==> src/rtl/phase_seq_pkg.sv <==
package phase_seq_pkg;
  localparam int ORDW = 3;
  localparam int IDXW = 3;
  localparam int CFGW = 2 + IDXW + ORDW;

  typedef struct packed {
    logic            en;
    logic            chan;
    logic [IDXW-1:0] idx;
    logic [ORDW-1:0] ord;
  } pin_cfg_t;
endpackage

==> src/rtl/phase_cfg_regs.sv <==
module phase_cfg_regs
  import phase_seq_pkg::*;
#(
  parameter int NPINS = 12,
  parameter int ADDRW = 4,
  parameter int CNTW  = 4
) (
  input  logic                  clk,
  input  logic                  rst_n,
  input  logic                  conv_en,
  input  logic                  we,
  input  logic [ADDRW-1:0]      addr,
  input  logic [CFGW-1:0]       wdata,
  output pin_cfg_t [NPINS-1:0]  cfg_q,
  output logic [CNTW-1:0]       cnt_a,
  output logic [CNTW-1:0]       cnt_b
);
  logic wr_ok;
  assign wr_ok = we && !conv_en && (int'(addr) < NPINS);

  always_ff @(posedge clk) begin
    if (!rst_n) begin
      cfg_q <= '0;
    end else if (wr_ok) begin
      cfg_q[addr] <= pin_cfg_t'(wdata);
    end
  end

  always_comb begin
    cnt_a = '0;
    cnt_b = '0;
    for (int p = 0; p < NPINS; p++) begin
      if (cfg_q[p].en && !cfg_q[p].chan) cnt_a = cnt_a + CNTW'(1);
      if (cfg_q[p].en &&  cfg_q[p].chan) cnt_b = cnt_b + CNTW'(1);
    end
  end


  write_block_chk: assert property (@(posedge clk) disable iff (!rst_n)
    (conv_en && we) |=> $stable(cfg_q));


  write_land_chk: assert property (@(posedge clk) disable iff (!rst_n)
    (wr_ok) |=> (cfg_q[$past(addr)] == pin_cfg_t'($past(wdata))));
endmodule

==> src/rtl/phase_slot_ctr.sv <==
module phase_slot_ctr #(
  parameter int MAXPH = 7,
  parameter int ACTW  = 3,
  parameter int CNTW  = 4
) (
  input  logic            clk,
  input  logic            rst_n,
  input  logic            tick,
  input  logic [ACTW-1:0] active_req,
  input  logic [CNTW-1:0] enabled_cnt,
  output logic [CNTW-1:0] slot_q,
  output logic [CNTW-1:0] eff
);
  localparam logic [CNTW-1:0] MAXC = CNTW'(MAXPH);

  always_comb begin
    eff = CNTW'(active_req);
    if (enabled_cnt < eff) eff = enabled_cnt;
    if (MAXC < eff)        eff = MAXC;
  end

  always_ff @(posedge clk) begin
    if (!rst_n) begin
      slot_q <= '0;
    end else if (eff == '0) begin
      slot_q <= '0;
    end else if (tick) begin
      if (slot_q >= eff - CNTW'(1)) slot_q <= '0;
      else                          slot_q <= slot_q + CNTW'(1);
    end
  end


  slot_range_chk: assert property (@(posedge clk) disable iff (!rst_n)
    (tick && eff != '0) |=> (slot_q < $past(eff)));


  eff_limit_chk: assert property (@(posedge clk) disable iff (!rst_n)
    (eff <= MAXC) && (eff <= enabled_cnt));


  zero_hold_chk: assert property (@(posedge clk) disable iff (!rst_n)
    (eff == '0) |=> (slot_q == '0));
endmodule

==> src/rtl/phase_fire_match.sv <==
module phase_fire_match
  import phase_seq_pkg::*;
#(
  parameter int NPINS = 12,
  parameter int CNTW  = 4
) (
  input  logic                 clk,
  input  logic                 rst_n,
  input  pin_cfg_t [NPINS-1:0] cfg,
  input  logic                 tick_a,
  input  logic                 tick_b,
  input  logic [CNTW-1:0]      slot_a,
  input  logic [CNTW-1:0]      slot_b,
  input  logic [CNTW-1:0]      eff_a,
  input  logic [CNTW-1:0]      eff_b,
  output logic [NPINS-1:0]     fire_q
);
  for (genvar p = 0; p < NPINS; p++) begin : g_pin
    logic            hit;
    logic [CNTW-1:0] ordx;
    assign ordx = CNTW'(cfg[p].ord);
    always_comb begin
      if (cfg[p].chan) hit = tick_b && (ordx == slot_b) && (ordx < eff_b);
      else             hit = tick_a && (ordx == slot_a) && (ordx < eff_a);
    end

    always_ff @(posedge clk) begin
      if (!rst_n) fire_q[p] <= 1'b0;
      else        fire_q[p] <= cfg[p].en && hit;
    end


    fire_en_chk: assert property (@(posedge clk) disable iff (!rst_n)
      fire_q[p] |-> $past(cfg[p].en));


    fire_tick_chk: assert property (@(posedge clk) disable iff (!rst_n)
      fire_q[p] |-> ($past(cfg[p].chan) ? $past(tick_b) : $past(tick_a)));
  end
endmodule

==> src/rtl/phase_seq_top.sv <==
module phase_seq_top
  import phase_seq_pkg::*;
#(
  parameter int NPINS = 12,
  parameter int A_MAX = 7,
  parameter int B_MAX = 3,
  parameter int ACTW  = 3
) (
  input  logic                       clk,
  input  logic                       rst_n,
  input  logic                       conv_en,
  input  logic                       cfg_we,
  input  logic [$clog2(NPINS)-1:0]   cfg_addr,
  input  logic [7:0]                 cfg_wdata,
  input  logic                       tick_a,
  input  logic                       tick_b,
  input  logic [ACTW-1:0]            active_a,
  input  logic [ACTW-1:0]            active_b,
  output logic [NPINS-1:0]           fire,
  output logic [NPINS-1:0]           drive_en
);
  localparam int ADDRW = $clog2(NPINS);
  localparam int CNTW  = $clog2(NPINS + 1);

  pin_cfg_t [NPINS-1:0] cfg_q;
  logic [CNTW-1:0] cnt_a, cnt_b, slot_a, slot_b, eff_a, eff_b;

  phase_cfg_regs #(.NPINS(NPINS), .ADDRW(ADDRW), .CNTW(CNTW)) regs_i (
    .clk(clk), .rst_n(rst_n), .conv_en(conv_en), .we(cfg_we),
    .addr(cfg_addr), .wdata(cfg_wdata[CFGW-1:0]), .cfg_q(cfg_q),
    .cnt_a(cnt_a), .cnt_b(cnt_b)
  );

  phase_slot_ctr #(.MAXPH(A_MAX), .ACTW(ACTW), .CNTW(CNTW)) ctr_a_i (
    .clk(clk), .rst_n(rst_n), .tick(tick_a), .active_req(active_a),
    .enabled_cnt(cnt_a), .slot_q(slot_a), .eff(eff_a)
  );

  phase_slot_ctr #(.MAXPH(B_MAX), .ACTW(ACTW), .CNTW(CNTW)) ctr_b_i (
    .clk(clk), .rst_n(rst_n), .tick(tick_b), .active_req(active_b),
    .enabled_cnt(cnt_b), .slot_q(slot_b), .eff(eff_b)
  );

  phase_fire_match #(.NPINS(NPINS), .CNTW(CNTW)) match_i (
    .clk(clk), .rst_n(rst_n), .cfg(cfg_q), .tick_a(tick_a), .tick_b(tick_b),
    .slot_a(slot_a), .slot_b(slot_b), .eff_a(eff_a), .eff_b(eff_b),
    .fire_q(fire)
  );

  for (genvar p = 0; p < NPINS; p++) begin : g_drv
    assign drive_en[p] = cfg_q[p].en;
  end


  reset_quiet_chk: assert property (@(posedge clk)
    !rst_n |=> (fire == '0 && drive_en == '0));
endmodule

==> config.mk <==
export PLATFORM = sky130hd
export DESIGN_NAME = phase_seq_top
export DESIGN_NICKNAME = d
export VERILOG_FILES = /design/src/rtl/phase_seq_pkg.sv /design/src/rtl/phase_cfg_regs.sv /design/src/rtl/phase_slot_ctr.sv /design/src/rtl/phase_fire_match.sv /design/src/rtl/phase_seq_top.sv
export SDC_FILE = /design/constraint.sdc
export NUM_CORES = 1
export LEC_CHECK = 0
export ABC_CLOCK_PERIOD_IN_PS = 20100
export BUFFER_PORTS_ARGS = -buffer_cell sky130_fd_sc_hd__clkbuf_2
export CAP_MARGIN = 40
export CORE_UTILIZATION = 57
export DETAILED_ROUTE_END_ITERATION = 7
export PLACE_DENSITY_LB_ADDON = 0.12
export SETUP_SLACK_MARGIN = 0.2
export SLEW_MARGIN = 10
export SYNTH_ARGS = -nofsm -noshare
export SYNTH_HDL_FRONTEND = slang
export SYNTH_HIERARCHICAL = 1
export SYNTH_SLANG_ARGS = --single-unit
==> constraint.sdc <==
create_clock -name clk -period 20.1 [get_ports clk]
set_clock_uncertainty 0.15 [all_clocks]
set_input_delay 4.02 -clock clk [delete_from_list [all_inputs] [get_ports clk]]
set_output_delay 4.02 -clock clk [all_outputs]
set_load 0.03 [all_outputs]
==> flow_summary.yaml, run 1 <==
status:
  status: "completed"
timing:
  fin_setup_tns_ns: 0
  setup_slack_ns: 10.65
  period_needed_ns: 9.45
  fin_crit_sh_pct: 47.0
  fmax_mhz: 106
  slew_violations: 0
  setup_viol: 0
  max_slew_margin_pct: 50.4
  rsz0062_at_grt: "no"
  final_hold_viol_count: 0
  worst_slew_pin_slew_ns: 0.743
  timing.hold.ws_ns: 0.410
route:
  routed_wl_um: 20600
  drt-initial-drc-count: 466
  vias: 6892
  post-route-drc-count: 0
  met2WireLength_um: 9690
  drtAntennaViolNets: 0
  top_layer_used: "met4"
  wl_per_cell_um: 17.7
  m1WireLength_um: 9490
  vias_per_cell: 5.93
  firstDrtPassIters: 5
  wl_met3_um: 931
setup_path:
  cp_slowest_cell: "dfxtp_1"
  critPathKind: "flip-flop to flip-flop"
  reg2reg_depth: 42
  crit_path_end_kind: "flip-flop"
  arrival_ns: 9.57
  timing.rr.end: "ctr_a_i/slot_q[3]$_SDFFE_PP0P_"
  critPathMaxStageDelay_ns: 0.55
  crit_top_cell: "ha_1"
  rr_startpoint: "regs_i/cfg_q[7]$_SDFFE_PN0P_"
  critPathMaxFanout: 9
  rrSetupSlack_ns: 10.65
  worst_setup_path_start_kind: "flip-flop"
  worstPathRequired_ns: 20.22
cts:
  root_buffer: "clkbuf_16"
  cts_tree: "done"
  clk_pin_slew_ns: 0.06
  cts.repair.resized: 0
  clkLatencyLatePin_ns: 0.34
  cts_buffer_depth: 2
  cts_setup_buffers: 0
  postCtsHoldBufs: 0
  cts_sinks: 80
  h-tree-depth: 3
  cts_buffers: 9
floorplanning:
  die_h_um: 122
  core_area_um2: 13900
  die_w_um: 122
  rows: 43
  dieArea_um2: 14800
  start_util_pct: 58.6
  top_level_ports: 48
hold_path:
  hold_start: "ctr_a_i/slot_q[0]$_SDFFE_PP0P_"
  hp-class: "flip-flop to flip-flop"
  whs_endpoint: "ctr_a_i/slot_q[0]$_SDFFE_PP0P_"
  holdPathStages: 2
pwr:
  power_density_nw_per_um2: 43.8
  p_total_uw: 384
  power.leakage_nw: 4.00
  vdd_drop_max_uv: 41.9
yosys:
  syn_inst: 962
  syn_area_um2: 8160
  synth_warnings: 6
  avgSynthCellArea_um2: 8.49
placed_design:
  port_buffers: 44
  place_area_um2: 8470
  hpwl_um: 14800
  place_ws_ns: 10.79
  gp_congestion: 0.891
cells_and_area:
  antenna_cells: 0
  fillCellCount: 1270
  drive_gt1_share_pct: 9.46
  final_nets: 1086
  syn_to_final_growth_pct: 7.48
  design_area_um2: 8770
grt:
  grt_pass1_vias: 6428
  overflow: 0
  track_usage_pct: 28.6
  grt_max_degree: 67
  antenna_found_initial: 0
  grt_pass1_wl_um: 33000
run:
  cap_violations: 0
[critical path, delay by kind of cell (launching register included)]
family	cells	cell delay [ns]
AO/OA/AOI/OAI	16	3.14
adder cells (fa/ha/maj)	8	2.38
XOR/XNOR	7	1.09
AND/OR/NAND/NOR	7	1.03
multiplexers	2	0.79
flip-flops	1	0.55
buffers and inverters	2	0.22
[worst max-delay path by stage]
| stage | startpoint | end | slack [ns] | cells past startpoint |
|---|---|---|---|---|
| final | regs_i/cfg_q[7]$_SDFFE_PN0P_ | ctr_a_i/slot_q[3]$_SDFFE_PP0P_ | 10.65 | 42 |
| after detailed placement | regs_i/cfg_q[7]$_SDFFE_PN0P_ | ctr_a_i/slot_q[3]$_SDFFE_PP0P_ | 10.79 | 42 |
| after floorplan | regs_i/cfg_q[15]$_SDFFE_PN0P_ | ctr_a_i/slot_q[3]$_SDFFE_PP0P_ | 11.85 | 44 |
| after CTS | regs_i/cfg_q[7]$_SDFFE_PN0P_ | ctr_a_i/slot_q[3]$_SDFFE_PP0P_ | 10.70 | 42 |
| after global routing | regs_i/cfg_q[7]$_SDFFE_PN0P_ | ctr_a_i/slot_q[2]$_SDFFE_PP0P_ | 9.87 | 42 |
| after global placement | regs_i/cfg_q[7]$_SDFFE_PN0P_ | ctr_a_i/slot_q[3]$_SDFFE_PP0P_ | 10.78 | 42 |
[where the power goes]
| group | total (mW) | internal [mW] | switching (mW) |
|---|---|---|---|
| Clock | 0.167 | 0.103 | 0.0640 |
| Combinational | 0.0552 | 0.0223 | 0.0330 |
| Sequential | 0.162 | 0.160 | 0.00242 |
[registers in the layout (all words and copies together) (netlist names)]
register and cells:
regs_i/cfg_q 60, match_i/fire_q 12, ctr_a_i/slot_q 4, ctr_b_i/slot_q 4
[cells in the final DEF, fill, tap and decap left out, types with 10 or more instances in the layout]
cell	instances
o2111ai_1	10
a21oi_1	37
nand3_1	24
mux2i_1	72
inv_1	28
xnor2_1	72
dfxtp_1	80
nor4b_1	13
clkbuf_2	44
ha_1	84
nand2_1	75
nor2b_1	85
nor3b_1	18
o21ai_0	10
xor2_1	59
nand4_1	21
nand2b_1	35
nor3_1	21
nor2_1	37
[metrics by stage]
stage	util, %	cells
after floorplan	-	963
after global placement	60.4	1143
after detailed placement	60.8	1147
after CTS	63.0	1163
after global routing	63.0	1163
final	63.0	1163
[area by class of cell]
type                    count  area (um^2)  area share [%]
clock buffers              13          260            2.97
clock inverters             3         40.0           0.456
flip-flops and latches     80         1600            18.3
repair buffers             52          310            3.54
multi-input cells         806         6230            71.0
well taps                 180          225            2.57
inverters                  29          109            1.24
[routing by layer]
layer	global-route usage [%]	vias up
met5	0	-
met4	10.9	0
met3	3.18	31
met2	48.8	159
met1	36.9	3251
li1	-	3451
No activity file was read; power rests on OpenSTA's default activity.
==> run 2: changes to the inputs <==
--- a/config.mk
+++ b/config.mk
@@ -5,7 +5,7 @@
 export SDC_FILE = /design/constraint.sdc
 export NUM_CORES = 1
 export LEC_CHECK = 0
-export ABC_CLOCK_PERIOD_IN_PS = 20100
+export ABC_CLOCK_PERIOD_IN_PS = 8700
 export BUFFER_PORTS_ARGS = -buffer_cell sky130_fd_sc_hd__clkbuf_2
 export CAP_MARGIN = 40
 export CORE_UTILIZATION = 57
==> constraint.sdc (replaced) <==
create_clock -name clk -period 8.7 [get_ports clk]
set_clock_uncertainty 0.15 [all_clocks]
set_input_delay 1.74 -clock clk [delete_from_list [all_inputs] [get_ports clk]]
set_output_delay 1.74 -clock clk [all_outputs]
set_load 0.03 [all_outputs]
==> run 2 against run 1 <==
Effect of this change: combinational power increased by 150%; register-to-register slack got worse by 9.9 ns; hold slack improved by 0.0023 ns; wire length increased by 0.65%; total power increased by 130%; final area increased by 3.8%; setup slack got worse by 9.9 ns; first-iteration DRC count decreased by 12%; via count increased by 0.17%; sequential power increased by 130%; clock power increased by 120%; critical path type unchanged; largest cell class unchanged; largest power group is now sequential cells; highest routed layer unchanged.
==> flow_summary.yaml, run 2 (synthesized netlist as in run 1, its figures left out) <==
timing:
  fin_crit_sh_pct: 91.4
  slew_violations: 0
  fin_setup_tns_ns: 0
  fmax_mhz: 126
  setup_slack_ns: 0.751
  setup_viol: 0
  period_needed_ns: 7.95
  timing.hold.ws_ns: 0.412
  final_hold_viol_count: 0
  max_slew_margin_pct: 54.5
  worst_slew_pin_slew_ns: 0.680
  rsz0062_at_grt: "no"
grt:
  track_usage_pct: 28.7
  antenna_found_initial: 0
  met3_usage_pct: 3.32
  met1_usage_pct: 37.0
  grt_max_degree: 67
  grt_pass1_vias: 6525
  overflow: 0
  grtUsageMet2_pct: 49.9
  top_usage_layer: "met2"
  grt_pass1_wl_um: 33100
floorplanning:
  start_util_pct: 58.6
  dieArea_um2: 14800
  core_area_um2: 13900
  die_w_um: 122
  rows: 43
  die_h_um: 122
  top_level_ports: 48
placed_design:
  port_buffers: 44
  place_ws_ns: 0.0686
  placed_cells: 1163
  gp_congestion: 0.880
  hpwl_um: 15100
  place_area_um2: 8590
setup_path:
  critPathMaxFanout: 12
  critPathKind: "flip-flop to flip-flop"
  crit_top_cell: "ha_1"
  arrival_ns: 8.01
  reg2reg_depth: 41
  cp_slowest_cell: "or4b_1"
  cp-endpoint: "match_i/fire_q[5]$_SDFF_PN0_"
  worst_setup_path_start_kind: "flip-flop"
  rrSetupSlack_ns: 0.75
  worstPathRequired_ns: 8.76
  timing.rr.end: "match_i/fire_q[5]$_SDFF_PN0_"
  rr_startpoint: "regs_i/cfg_q[6]$_SDFFE_PN0P_"
  crit_path_end_kind: "flip-flop"
  critical_path.startpoint: "regs_i/cfg_q[6]$_SDFFE_PN0P_"
  critPathMaxStageDelay_ns: 0.43
route:
  routed_wl_um: 20700
  drtAntennaViolNets: 0
  firstDrtPassIters: 5
  post-route-drc-count: 0
  wl_per_cell_um: 17.5
  vias_per_cell: 5.82
  vias: 6904
  drt-initial-drc-count: 408
cells_and_area:
  final_nets: 1110
  multi_input_area_um2: 6370
  layout_common_cells: "85 x nor2b_1, 82 x ha_1, 76 x dfxtp_1, 75 x nand2_1, 71 x mux2i_1"
  largest-register: "regs_i/cfg_q"
  seq_area_um2: 1610
  final_util_pct: 65.3
  design_area_um2: 9100
  fillCellCount: 1236
  antenna_cells: 0
  final_common_cell: "nor2b_1"
  fin_cells: 1187
  top_regs: "regs_i/cfg_q x60, match_i/fire_q x12"
  syn_to_final_growth_pct: 11.5
  largest_reg_flops: 60
  drive_gt1_share_pct: 14.9
cts:
  clk_pin_slew_ns: 0.06
  cts_buffer_depth: 2
  h-tree-depth: 3
  cts_buffers: 9
  cts_tree: "done"
  root_buffer: "clkbuf_16"
  cts_sinks: 80
  clkLatencyLatePin_ns: 0.34
hold_path:
  hp-class: "flip-flop to flip-flop"
  hold_start: "ctr_a_i/slot_q[1]$_SDFFE_PP0P_"
status:
  status: "completed"
pwr:
  power_density_nw_per_um2: 96.9
  power.leakage_nw: 4.15
  vdd_drop_max_uv: 89.6
  p_total_uw: 882
run:
  cap_violations: 0
## run 2: repair_timing
action,in CTS,in global routing
hold buffers,0,0
resized for setup,3,37
gates cloned,0,0
endpoints found under the setup margin,15,20
buffers inserted,1,7
pin swaps,0,10
## run 2: final cells by class
class	count	share of cell area, %
inverters	29	1.24
multi-input cells	806	70.0
clock buffers	10	2.52
flip-flops and latches	80	17.6
repair buffers	76	5.44
well taps	180	2.47
clock inverters	6	0.660
## run 2: worst min-delay path by stage
stage                     cells past startpoint                              to
after floorplan                               2  ctr_a_i/slot_q[3]$_SDFFE_PP0P_
after global placement                        2  ctr_a_i/slot_q[3]$_SDFFE_PP0P_
after detailed placement                      2  ctr_a_i/slot_q[3]$_SDFFE_PP0P_
after CTS                                     2  ctr_a_i/slot_q[1]$_SDFFE_PP0P_
after global routing                          2  ctr_a_i/slot_q[1]$_SDFFE_PP0P_
final                                         2  ctr_a_i/slot_q[1]$_SDFFE_PP0P_
## run 2: critical path, delay by kind of cell (launching register included)
kind,cells,cell delay (ns)
compound gates,13,1.91
xor+xnor,6,0.92
fa+ha+maj,7,2.02
buf+inv,4,0.44
flops,1,0.38
mux,2,0.49
simple gates,9,1.51
## run 2: power by group
group          total (mW)  internal [mW]  switching [mW]
Sequential          0.374          0.369         0.00510
Combinational       0.137         0.0572          0.0795
Clock               0.371          0.221           0.150
## run 2: metal layers
layer,vias to the layer above,part of all wire (%)
met5,-,0
li1,3492,-
met1,3269,46
met2,114,48
met4,0,1.8
met3,29,3.9
